### config.mk
export PLATFORM = sky130hd
export DESIGN_NAME = irq_prio_ctrl
export DESIGN_NICKNAME = d
export VERILOG_FILES = /design/src/rtl/irqc_pkg.sv /design/src/rtl/irqc_line_bank.sv /design/src/rtl/irqc_pick.sv /design/src/rtl/irqc_prio_stack.sv /design/src/rtl/irq_prio_ctrl.sv
export SDC_FILE = /design/constraint.sdc
export NUM_CORES = 1
export LEC_CHECK = 0
export BUFFER_PORTS_ARGS = -buffer_cell sky130_fd_sc_hd__buf_2
export CAP_MARGIN = 10
export CORE_AREA = 3 3 274 276
export DETAILED_ROUTE_END_ITERATION = 16
export DIE_AREA = 0 0 277 279
export HOLD_SLACK_MARGIN = 0.05
export PLACE_DENSITY = 0.71
export SLEW_MARGIN = 15
export SYNTH_ARGS = -nofsm -noshare
export SYNTH_HDL_FRONTEND = slang
export SYNTH_HIERARCHICAL = 1
export SYNTH_SLANG_ARGS = --single-unit
### constraint.sdc
create_clock -name clk -period 154.7 [get_ports clk]
set_clock_uncertainty 0.05 [all_clocks]
set_input_delay 30.94 -clock clk [delete_from_list [all_inputs] [get_ports clk]]
set_output_delay 30.94 -clock clk [all_outputs]
set_load 0.02 [all_outputs]
### src/rtl/irqc_pkg.sv
package irqc_pkg;

   typedef enum logic [2:0] {
      OP_ENABLE  = 3'd0,
      OP_DISABLE = 3'd1,
      OP_PSET    = 3'd2,
      OP_PCLR    = 3'd3,
      OP_PRIO    = 3'd4
   } cfg_op_e;

   typedef enum logic [1:0] {
      ST_IDLE  = 2'd0,
      ST_ENTRY = 2'd1,
      ST_RUN   = 2'd2
   } ctl_st_e;

endpackage

### src/rtl/irqc_line_bank.sv
module irqc_line_bank
   import irqc_pkg::*;
#(
   parameter int NUM_IRQ = 60,
   parameter int PRIO_W  = 4,
   parameter int IDX_W   = 6
) (
   input  logic                      clk,
   input  logic                      rst_n,
   input  logic [NUM_IRQ-1:0]        irq_i,
   input  logic                      cfg_wr,
   input  logic [2:0]                cfg_op,
   input  logic [IDX_W-1:0]          cfg_idx,
   input  logic [PRIO_W-1:0]         cfg_prio,
   input  logic                      take_i,
   input  logic [IDX_W-1:0]          take_idx,
   output logic [NUM_IRQ-1:0]        en_o,
   output logic [NUM_IRQ-1:0]        pend_o,
   output logic [NUM_IRQ*PRIO_W-1:0] prio_o
);

   for (genvar i = 0; i < NUM_IRQ; i++) begin : g_line
      logic              hit;
      logic              set_p, clr_p;
      logic              en_q, pend_q;
      logic [PRIO_W-1:0] prio_q;

      assign hit   = cfg_wr && (cfg_idx == IDX_W'(i));
      assign set_p = irq_i[i] || (hit && cfg_op == OP_PSET);
      assign clr_p = (take_i && take_idx == IDX_W'(i)) || (hit && cfg_op == OP_PCLR);

      always_ff @(posedge clk or negedge rst_n) begin
         if (!rst_n) begin
            en_q   <= 1'b0;
            pend_q <= 1'b0;
            prio_q <= '0;
         end else begin
            if (hit && cfg_op == OP_ENABLE)  en_q <= 1'b1;
            if (hit && cfg_op == OP_DISABLE) en_q <= 1'b0;
            if (hit && cfg_op == OP_PRIO)    prio_q <= cfg_prio;
            if (clr_p)      pend_q <= 1'b0;
            else if (set_p) pend_q <= 1'b1;
         end
      end

      assign en_o[i]                   = en_q;
      assign pend_o[i]                 = pend_q;
      assign prio_o[i*PRIO_W +: PRIO_W] = prio_q;
   end

endmodule

### src/rtl/irqc_pick.sv
module irqc_pick #(
   parameter int NUM_IRQ = 60,
   parameter int PRIO_W  = 4,
   parameter int IDX_W   = 6
) (
   input  logic [NUM_IRQ-1:0]        en_i,
   input  logic [NUM_IRQ-1:0]        pend_i,
   input  logic [NUM_IRQ*PRIO_W-1:0] prio_i,
   input  logic [PRIO_W:0]           thresh_i,
   output logic                      hit_o,
   output logic [IDX_W-1:0]          idx_o,
   output logic [PRIO_W-1:0]         prio_o
);

   // Scan upward; only a strictly smaller value displaces the held
   // candidate, so equal values keep the lower index.
   always_comb begin
      hit_o  = 1'b0;
      idx_o  = '0;
      prio_o = '0;
      for (int i = 0; i < NUM_IRQ; i++) begin
         if (en_i[i] && pend_i[i] &&
             ({1'b0, prio_i[i*PRIO_W +: PRIO_W]} < thresh_i) &&
             (!hit_o || prio_i[i*PRIO_W +: PRIO_W] < prio_o)) begin
            hit_o  = 1'b1;
            idx_o  = IDX_W'(i);
            prio_o = prio_i[i*PRIO_W +: PRIO_W];
         end
      end
   end

endmodule

### src/rtl/irqc_prio_stack.sv
module irqc_prio_stack #(
   parameter int PRIO_W = 4
) (
   input  logic              clk,
   input  logic              rst_n,
   input  logic              push_i,
   input  logic [PRIO_W-1:0] push_prio_i,
   input  logic              pop_i,
   output logic [PRIO_W:0]   top_o,
   output logic [PRIO_W:0]   below_o
);

   localparam int DEPTH = 1 << PRIO_W;
   localparam int DW    = $clog2(DEPTH + 1);
   localparam logic [PRIO_W:0] IDLE_P = (PRIO_W+1)'(DEPTH);

   logic [PRIO_W-1:0] mem [DEPTH];
   logic [DW-1:0]     lvl;

   assign top_o   = (lvl == '0) ? IDLE_P
                                : {1'b0, mem[PRIO_W'(lvl - DW'(1))]};
   assign below_o = (lvl < DW'(2)) ? IDLE_P
                                   : {1'b0, mem[PRIO_W'(lvl - DW'(2))]};

   always_ff @(posedge clk or negedge rst_n) begin
      if (!rst_n)      lvl <= '0;
      else if (push_i) lvl <= lvl + DW'(1);
      else if (pop_i)  lvl <= lvl - DW'(1);
   end

   always_ff @(posedge clk) begin
      if (push_i) mem[PRIO_W'(lvl)] <= push_prio_i;
   end

endmodule

### src/rtl/irq_prio_ctrl.sv
module irq_prio_ctrl
   import irqc_pkg::*;
#(
   parameter int NUM_IRQ   = 60,
   parameter int PRIO_W    = 4,
   parameter int ENTRY_CYC = 3,
   localparam int IDX_W    = (NUM_IRQ > 1) ? $clog2(NUM_IRQ) : 1
) (
   input  logic               clk,
   input  logic               rst_n,
   input  logic [NUM_IRQ-1:0] irq_i,
   input  logic               cfg_wr,
   input  logic [2:0]         cfg_op,
   input  logic [IDX_W-1:0]   cfg_idx,
   input  logic [PRIO_W-1:0]  cfg_prio,
   input  logic               exit_i,
   output logic               req_o,
   output logic [IDX_W-1:0]   vec_o,
   output logic               take_o,
   output logic [PRIO_W:0]    act_prio_o
);

   localparam int CNT_W = (ENTRY_CYC > 1) ? $clog2(ENTRY_CYC) : 1;
   localparam logic [PRIO_W:0] IDLE_P = (PRIO_W+1)'(1 << PRIO_W);

   initial begin : g_param_chk
      assert (NUM_IRQ >= 2 && NUM_IRQ <= 256)
         else $error("irq_prio_ctrl: NUM_IRQ out of range");
      assert (PRIO_W >= 1 && PRIO_W <= 6)
         else $error("irq_prio_ctrl: PRIO_W out of range");
      assert (ENTRY_CYC >= 1 && ENTRY_CYC <= 64)
         else $error("irq_prio_ctrl: ENTRY_CYC out of range");
   end

   ctl_st_e                  st;
   logic [CNT_W-1:0]         cnt;
   logic [IDX_W-1:0]         tgt_vec;
   logic                     take_q;

   logic [NUM_IRQ-1:0]        en_q, pend_q;
   logic [NUM_IRQ*PRIO_W-1:0] prio_q;
   logic [PRIO_W:0]           top_p, below_p, thresh;
   logic                      win_hit, exit_acc, do_take;
   logic [IDX_W-1:0]          win_idx;
   logic [PRIO_W-1:0]         win_prio;

   assign exit_acc = exit_i && (st == ST_RUN);
   assign thresh   = exit_acc ? below_p : top_p;
   assign do_take  = (st == ST_ENTRY) && win_hit && (cnt == '0);

   irqc_line_bank #(.NUM_IRQ(NUM_IRQ), .PRIO_W(PRIO_W), .IDX_W(IDX_W)) u_bank (
      .clk      (clk),
      .rst_n    (rst_n),
      .irq_i    (irq_i),
      .cfg_wr   (cfg_wr),
      .cfg_op   (cfg_op),
      .cfg_idx  (cfg_idx),
      .cfg_prio (cfg_prio),
      .take_i   (do_take),
      .take_idx (win_idx),
      .en_o     (en_q),
      .pend_o   (pend_q),
      .prio_o   (prio_q)
   );

   irqc_pick #(.NUM_IRQ(NUM_IRQ), .PRIO_W(PRIO_W), .IDX_W(IDX_W)) u_pick (
      .en_i     (en_q),
      .pend_i   (pend_q),
      .prio_i   (prio_q),
      .thresh_i (thresh),
      .hit_o    (win_hit),
      .idx_o    (win_idx),
      .prio_o   (win_prio)
   );

   irqc_prio_stack #(.PRIO_W(PRIO_W)) u_stack (
      .clk         (clk),
      .rst_n       (rst_n),
      .push_i      (do_take),
      .push_prio_i (win_prio),
      .pop_i       (exit_acc),
      .top_o       (top_p),
      .below_o     (below_p)
   );

   always_ff @(posedge clk or negedge rst_n) begin
      if (!rst_n) begin
         st      <= ST_IDLE;
         cnt     <= '0;
         tgt_vec <= '0;
         take_q  <= 1'b0;
      end else begin
         take_q <= do_take;
         unique case (st)
            ST_IDLE, ST_RUN: begin
               if (win_hit) begin
                  st      <= ST_ENTRY;
                  tgt_vec <= win_idx;
                  cnt     <= CNT_W'(ENTRY_CYC - 1);
               end else if (exit_acc && below_p == IDLE_P) begin
                  st <= ST_IDLE;
               end
            end
            ST_ENTRY: begin
               if (!win_hit) begin
                  st <= (top_p == IDLE_P) ? ST_IDLE : ST_RUN;
               end else begin
                  tgt_vec <= win_idx;
                  if (cnt == '0) st  <= ST_RUN;
                  else           cnt <= cnt - CNT_W'(1);
               end
            end
            default: st <= ST_IDLE;
         endcase
      end
   end

   assign req_o      = (st == ST_ENTRY);
   assign vec_o      = tgt_vec;
   assign take_o     = take_q;
   assign act_prio_o = top_p;

endmodule

## After elaboration in Yosys (flattened, before gate mapping)

Memories as Yosys holds them, arrays and structs flattened.
Index checks and enable logic that the tools add are counted.
W data, S select, Z words.

- Reductions and logical operators: 974
- $add $sub $neg: 4
- $lt $le $gt $ge: 120
- Mux-type cells: 436
- Eq/ne operators: 131

Operator list:

| kind | number |
|---|---|
| $logic_and A1 B1 Y1 | 603 |
| $eq A6 B6 Y1 const B | 56 |
| $mux W1 | 303 |
| $lt A4 B5 Y1 | 60 |
| $mux W4 | 68 |
| $reduce_bool A2 Y1 | 122 |
| $lt A4 B4 Y1 | 59 |
| $eq A6 B5 Y1 const B | 32 |
| $logic_or A1 B1 Y1 | 179 |
| $mux W6 | 28 |
| $mux W5 | 21 |
| $eq A6 B4 Y1 const B | 16 |
| $logic_not A1 Y1 | 59 |
| $eq A6 B3 Y1 const B | 8 |
| $eq A6 B2 Y1 const B | 4 |
| $mux W2 | 10 |
| $eq A6 B1 Y1 const B | 2 |
| $logic_not A6 Y1 | 2 |
| $mux W3 | 4 |
| $eq A5 B5 Y1 const B | 2 |
| $pmux W2 S2 | 2 |
| $eq A3 B2 Y1 const B | 2 |
| $add A5 B1 Y5 const B | 1 |
| $logic_not A5 Y1 | 1 |
| other kinds (18) | 21 |

- Input port bits: 77
- Register bits after elaboration: 376
- Output and inout port bits: 13
- Logic and storage cells: 1,851
- Memories: 1
- Bits in writable memories: 64

Memories:

| name | depth | width | read ports | clocked after Yosys merged registers in | write ports | RTL line | source |
|---|---|---|---|---|---|---|---|
| u_stack.mem | 16 | 4 | 2 | 0 | 1 | irqc_prio_stack.sv:17 | `logic [PRIO_W-1:0] mem [DEPTH];` |

## Depth between registers and ports, before layout

An unclocked memory read counts as a cell.

- Depth in word-level cells: 248
- Mapped depth: 503
- Gate-level depth less buffers: 481

## By module

The synthesis kept the hierarchy.

Modules (own cells, without submodules):

| module | times used | cells each | seq. area each (um^2) | area each (um^2) |
|---|---|---|---|---|
| irqc_pick | 1 | 2,717 | 0.0 | 19,670.1 |
| irqc_line_bank | 1 | 1,268 | 9,008.6 | 15,996.6 |
| irqc_prio_stack | 1 | 194 | 2,047.0 | 3,616.0 |
| irq_prio_ctrl | 1 | 46 | 275.3 | 566.8 |

## Worst setup path after synthesis

OpenSTA, ideal clock, no wires.

- Path kind: input -> register
- From: input port exit_i
- To: register u_bank.g_line[0].pend_q
- Cell stages on the path: 453
- Buffers on the path: 18
- Library setup time: 160 ps
- Setup slack: 41,586 ps
- Data required time: 154,490 ps
- Arrival: 112,904 ps
- Cell sequence: nand3b_1 -> mux2_2 -> inv_1 -> ha_1 -> o21ai_0 -> o211a_1 -> or2_1 -> buf_6 -> nand2_1 -> ha_1 -> a21oi_1 -> o21a_1 -> o21a_1 -> nand2_1 -> o21ai_0 -> inv_1 -> ha_1 -> a2111oi_0 -> (+417 left out) -> and3_1 -> inv_1 -> o31ai_2 -> mux2i_1 -> ha_1 -> nor3_1 -> o21a_2 -> a221o_2 -> o21ai_4 -> mux2_2 -> ha_1 -> o21ai_0 -> a211oi_1 -> a21bo_2 -> or4_1 -> nor3b_1 -> clkbuf_1 -> a221oi_1

- Elaborated cells between the ends (all ways): 543
- Those cells by class: 119 x order compare; 180 x mux; 244 x reduce/logical

RTL lines:

| element | RTL line | source |
|---|---|---|
| start, declared | irq_prio_ctrl.sv:16 | `input logic exit_i,` |
| $logic_and A1 B1 Y1 (*) | irq_prio_ctrl.sv:47 | `assign exit_acc = exit_i && (st == ST_RUN);` |
| $mux W5 (*) | irq_prio_ctrl.sv:48 | `assign thresh = exit_acc ? below_p : top_p;` |
| net thresh[1] | irq_prio_ctrl.sv:42 | `logic [PRIO_W:0] top_p, below_p, thresh;` |
| $lt A4 B5 Y1 | irqc_pick.sv:23 | `({1'b0, prio_i[i*PRIO_W +: PRIO_W]} < thresh_i) &&` |
| $logic_and A1 B1 Y1 | irqc_pick.sv:22 | `if (en_i[i] && pend_i[i] &&` |
| $mux W4 / $mux W1 (equally long branches) | irqc_pick.sv:22 |  |
| $lt A4 B4 Y1 / $logic_not A1 Y1 (equally long branches) | irqc_pick.sv:24 | `(!hit_o \|\| prio_i[i*PRIO_W +: PRIO_W] < prio_o)) begin` |
| $logic_or A1 B1 Y1 | irqc_pick.sv:24 |  |
| (+231 left out) | - |  |
| $logic_or A1 B1 Y1 | irqc_pick.sv:24 |  |
| $logic_and A1 B1 Y1 | irqc_pick.sv:23 |  |
| $mux W6 (*) | irqc_pick.sv:22 |  |
| net win_idx[4] | irq_prio_ctrl.sv:44 | `logic [IDX_W-1:0] win_idx;` |
| $logic_not A6 Y1 (*) | irqc_line_bank.sv:30 | `assign clr_p = (take_i && take_idx == IDX_W'(i)) \|\| (hit && cfg_op == OP_PCLR);` |
| $logic_and A1 B1 Y1 (*) | irqc_line_bank.sv:30 |  |
| $logic_or A1 B1 Y1 (*) | irqc_line_bank.sv:30 |  |
| $mux W1 / $reduce_bool A2 Y1 (equally long branches) | - |  |
| end signal, assigned | irqc_line_bank.sv:35 | `pend_q <= 1'b0;` |
| end signal, assigned | irqc_line_bank.sv:41 | `if (clr_p) pend_q <= 1'b0;` |
| end signal, assigned | irqc_line_bank.sv:42 | `else if (set_p) pend_q <= 1'b1;` |
| end, declared | irqc_line_bank.sv:25 | `logic en_q, pend_q;` |

Mark *: on every way through the listed nets, which the timed path passes. The rest lies on a longest branch.
A chain may end at the register's enable or synchronous reset.

## Worst setup path after layout

- From: input port exit_i
- To: register u_bank.g_line[36].pend_q

- Elaborated cells between the ends (all ways): 543
- Those cells by class: 119 x order compare; 1 x eq/ne; 180 x mux; 243 x reduce/logical

RTL lines:

| element | RTL line |
|---|---|
| $logic_and A1 B1 Y1 (*) | irq_prio_ctrl.sv:47 |
| $mux W5 (*) | irq_prio_ctrl.sv:48 |
| net thresh[3] | irq_prio_ctrl.sv:42 |
| $lt A4 B5 Y1 | irqc_pick.sv:23 |
| $logic_and A1 B1 Y1 | irqc_pick.sv:22 |
| $mux W4 / $mux W1 (equally long branches) | irqc_pick.sv:22 |
| $lt A4 B4 Y1 / $logic_not A1 Y1 (equally long branches) | irqc_pick.sv:24 |
| $logic_or A1 B1 Y1 | irqc_pick.sv:24 |
| (+231 left out) | - |
| $logic_or A1 B1 Y1 | irqc_pick.sv:24 |
| $logic_and A1 B1 Y1 | irqc_pick.sv:23 |
| $mux W6 (*) | irqc_pick.sv:22 |
| net win_idx[2] | irq_prio_ctrl.sv:44 |
| $eq A6 B6 Y1 (*) | irqc_line_bank.sv:30 |
| $logic_and A1 B1 Y1 (*) | irqc_line_bank.sv:30 |
| $logic_or A1 B1 Y1 (*) | irqc_line_bank.sv:30 |
| $mux W1 / $reduce_bool A2 Y1 (equally long branches) | - |
| end signal, assigned | irqc_line_bank.sv:35 |
| end signal, assigned | irqc_line_bank.sv:41 |
| end signal, assigned | irqc_line_bank.sv:42 |
| end, declared | irqc_line_bank.sv:25 |

Marks and branches as above.

==> impl_results.md <==
- Status: finished clean
- Tightest Pin Transition: 1240 ps
- Final TNS setup: 0 ps
- Sink Count: 440
- Post-synthesis sequential area ratio: 0.284
- Worst EP required: around 160000 ps
- Core Region: 0.0728 mm^2
- Largest net degree at the start of global routing: 150
- Gr ovfl total: 0
- Post-synth EDFFs: between 60 and 70
- Fin nets: between 4000 and 5000
- Gpl congestion: 0.983
- Root Buffer: clkbuf_16
- Leak: 17.8 nW
- Commonest non-fill, non-tap cell in the layout: dfrtp_1
- Synthesized area: 0.0398 mm^2
- Total Routing Usage GR: 0.316
- # setup viols final: 0
- Sequential power share: 0.141
- Fin crit period: 125700 ps
- Number of port buffers: 89
- Share of the synthesized area in the top cell type: 0.236
- DRT Wirelength: 127 mm
- Design Power: 0.00103 W
- Comb pwr share: 0.728
- Worst min-delay path category: flop to flop
- Initial DRC Count: 4187
- Yosys warns: 6
- Wire per inst: 24.8 um
- Post-CTS sizing: 0
- Vias in the first global route: between 30000 and 40000
- Seq cells post-synth: 440
- CTS max path bufs: 3
- Slowest library cell on the worst path: a2111oi_0
- Vias: approximately 35000
- CP Capture Type: flop
- Area grow syn2layout: 4.85%
- Setup Buffers After CTS: 0
- Post-detail-place hpwl: 91.2 mm
- Worst path bufs/invs: 26
- First-pass GRT wire length: 196 mm
- Die W: 277 um
- Type of element launching the critical path: input port
- DRT Pass-1 Iters: 6
- Sw Share: 0.519
- Fin util: 0.574
- Worst-Skew Late Latency: 620 ps
- DIE AREA: 0.0773 mm^2
- WHS Path Cells: 1
- Top post-synthesis cells by area: dfrtp_1 (24%), ha_1 (8.3%), mux2_2 (7.6%)
- Crit-path max FO: 37
- Hold endpoint: cnt[0]
- Mapped Nets: 4566
- P_sw: 0.000533 W
- Mapped Cells: 4225
- Unrepaired setup endpoints after global routing: no
- Initial antenna violation count: 7
- Netlist cell types: 183
- FFs w/ async S/R, synth: 0.855
- Slew Viols, Final: 0
- Fin crit share: 0.813
- Commonest cells after routing, fill and taps aside: dfrtp_1 (376), mux2_2 (270), a21oi_1 (264), ha_1 (264), nor2_1 (253)
- Num CTS Buffers: 51
- Most used cell, CP: ha_1
- Syn Area/Cell: 9.43 um^2
- Slew HR: 0.170
- Top FF cell, synth: dfrtp_1
- Row cnt: between 90 and 100
- Arrival @ worst endpoint: roughly 130000 ps
- Starting density of the core: 0.547
- Reg2reg path depth: 446
- Reg-to-reg critical path endpoint: u_bank/g_line[36].pend_q
- CP max stage delay: 890 ps
- Worst reg-to-reg setup slack: 56450 ps
- Fraction of layout cells with a size suffix above 1: 0.205
- Final Hold Viols: 0
- Detail Route Antenna Nets: 0
- Place WS: ~30000 ps
- Residual DRC: 0
- WS Path Type: input port to flop
- Maxcap violations: 0
- Via density: about 6.9
- Fmax: 0.00796 GHz
- Min setup slack post-route: around 29000 ps
- CP delay by family, top: compound AO/OA/AOI/OAI gates
- Hold-fix buffers, CTS: 0
- Internal power: 0.000494 W
- Clock Power Share: 0.131
- Hold Crit Start: cnt[0]
- Area leader, netlist: dfrtp_1
- # IOs: 90
- Worst r2r src: u_stack/lvl[1]
- Peak supply drop: between 0.00002 and 0.00003 V
- CTS HTree Levels: 2
- CTS tree: built
- DIE HEIGHT: 279 um
- Pwr dens: 24.6 mW/mm^2
- Clock Pin Slew Worst Setup and Hold Paths: 60 ps
[cell families (layout without fill, tap and decap cells)]
group                      after synthesis  in the layout  synth area share
AOI/OAI and AO/OA                     1404           1404             0.262
xor gates and xnor gates                26             26           0.00619
adders and majority gates              306            306            0.0936
buffers and inverters                  466            387            0.0650
DFF                                    440            440             0.284
muxes                                  414            414             0.127
other                                    0              3                 0
and+or+nand+nor                       1169           1169             0.162
[synth_stat cells (all sizes together) (39+ instances only)]
cell type	n
dfrtp	376
mux2	294
a21oi	278
ha	264
nor2	261
nand2	244
o21ai	222
buf	192
inv	167
nand3	123
a31oi	118
nand2b	106
o211ai	103
clkbuf	102
mux2i	88
a21o	81
a311oi	70
nor3	70
a211oi	69
edfxtp	64
a221oi	55
and3	55
and2	52
o22ai	45
a21boi	42
maj3	42
or2	41
o21a	39
[sequential cells by signal, summed over array words and instances, names as in the netlist]
register	flops
u_bank/g_line.en_q	60
cnt	2
u_stack/lvl	5
u_bank/g_line.pend_q	60
take_o	1
vec_o	6
u_bank/g_line.prio_q	240
st	2
u_stack/mem	64
[metrics by stage]
step                cells  hold slack [ps]  cell area [um^2]
finish               5108              463             41800
global route         5105              499             41800
CTS                  5105              464             41800
detailed placement   5009              441             39900
global placement     5009              438             39900
floorplan            4225              427             39800
[power groups by stage]
stage          registers, W  clock network [W]  logic [W]
2_1_floorplan      0.000144                  0   0.000538
3_3_place_gp       0.000147                  0   0.000711
3_5_place_dp       0.000147                  0   0.000722
4_1_cts            0.000145           0.000136   0.000727
5_1_grt            0.000146           0.000142   0.000814
6_report           0.000145           0.000135   0.000747
[how the worst max path moves through the flow]
stage          startpoint                       end  slack [ps]  cells past startpoint
5_1_grt            exit_i  u_bank/g_line[12].pend_q       21080                    447
3_3_place_gp       exit_i  u_bank/g_line[10].pend_q       32600                    439
6_report           exit_i  u_bank/g_line[36].pend_q       29000                    443
4_1_cts            exit_i  u_bank/g_line[36].pend_q       30890                    438
3_5_place_dp       exit_i  u_bank/g_line[36].pend_q       30590                    438
2_1_floorplan      exit_i   u_bank/g_line[0].pend_q       41590                    453
[area by class of cell]
| cell class | count | area [um^2] |
|---|---|---|
| diodes | 3 | 7.51 |
| clock buffers | 69 | 1440 |
| clock inverters | 27 | 434 |
| fillers | 6390 | 31100 |
| inverters | 168 | 631 |
| multi-input cells | 3319 | 26000 |
| flip-flops and latches | 440 | 11300 |
| well taps | 959 | 1200 |
| repair buffers | 123 | 731 |
[metal layers]
metal  share of wire  wire (um)  global-route usage
met2            0.43      55000               0.485
met3           0.093      11800              0.0625
met1            0.43      54900               0.446
met5         0.00028         36                   0
met4           0.038       4850               0.112
(Power assumes the default switching activity.)
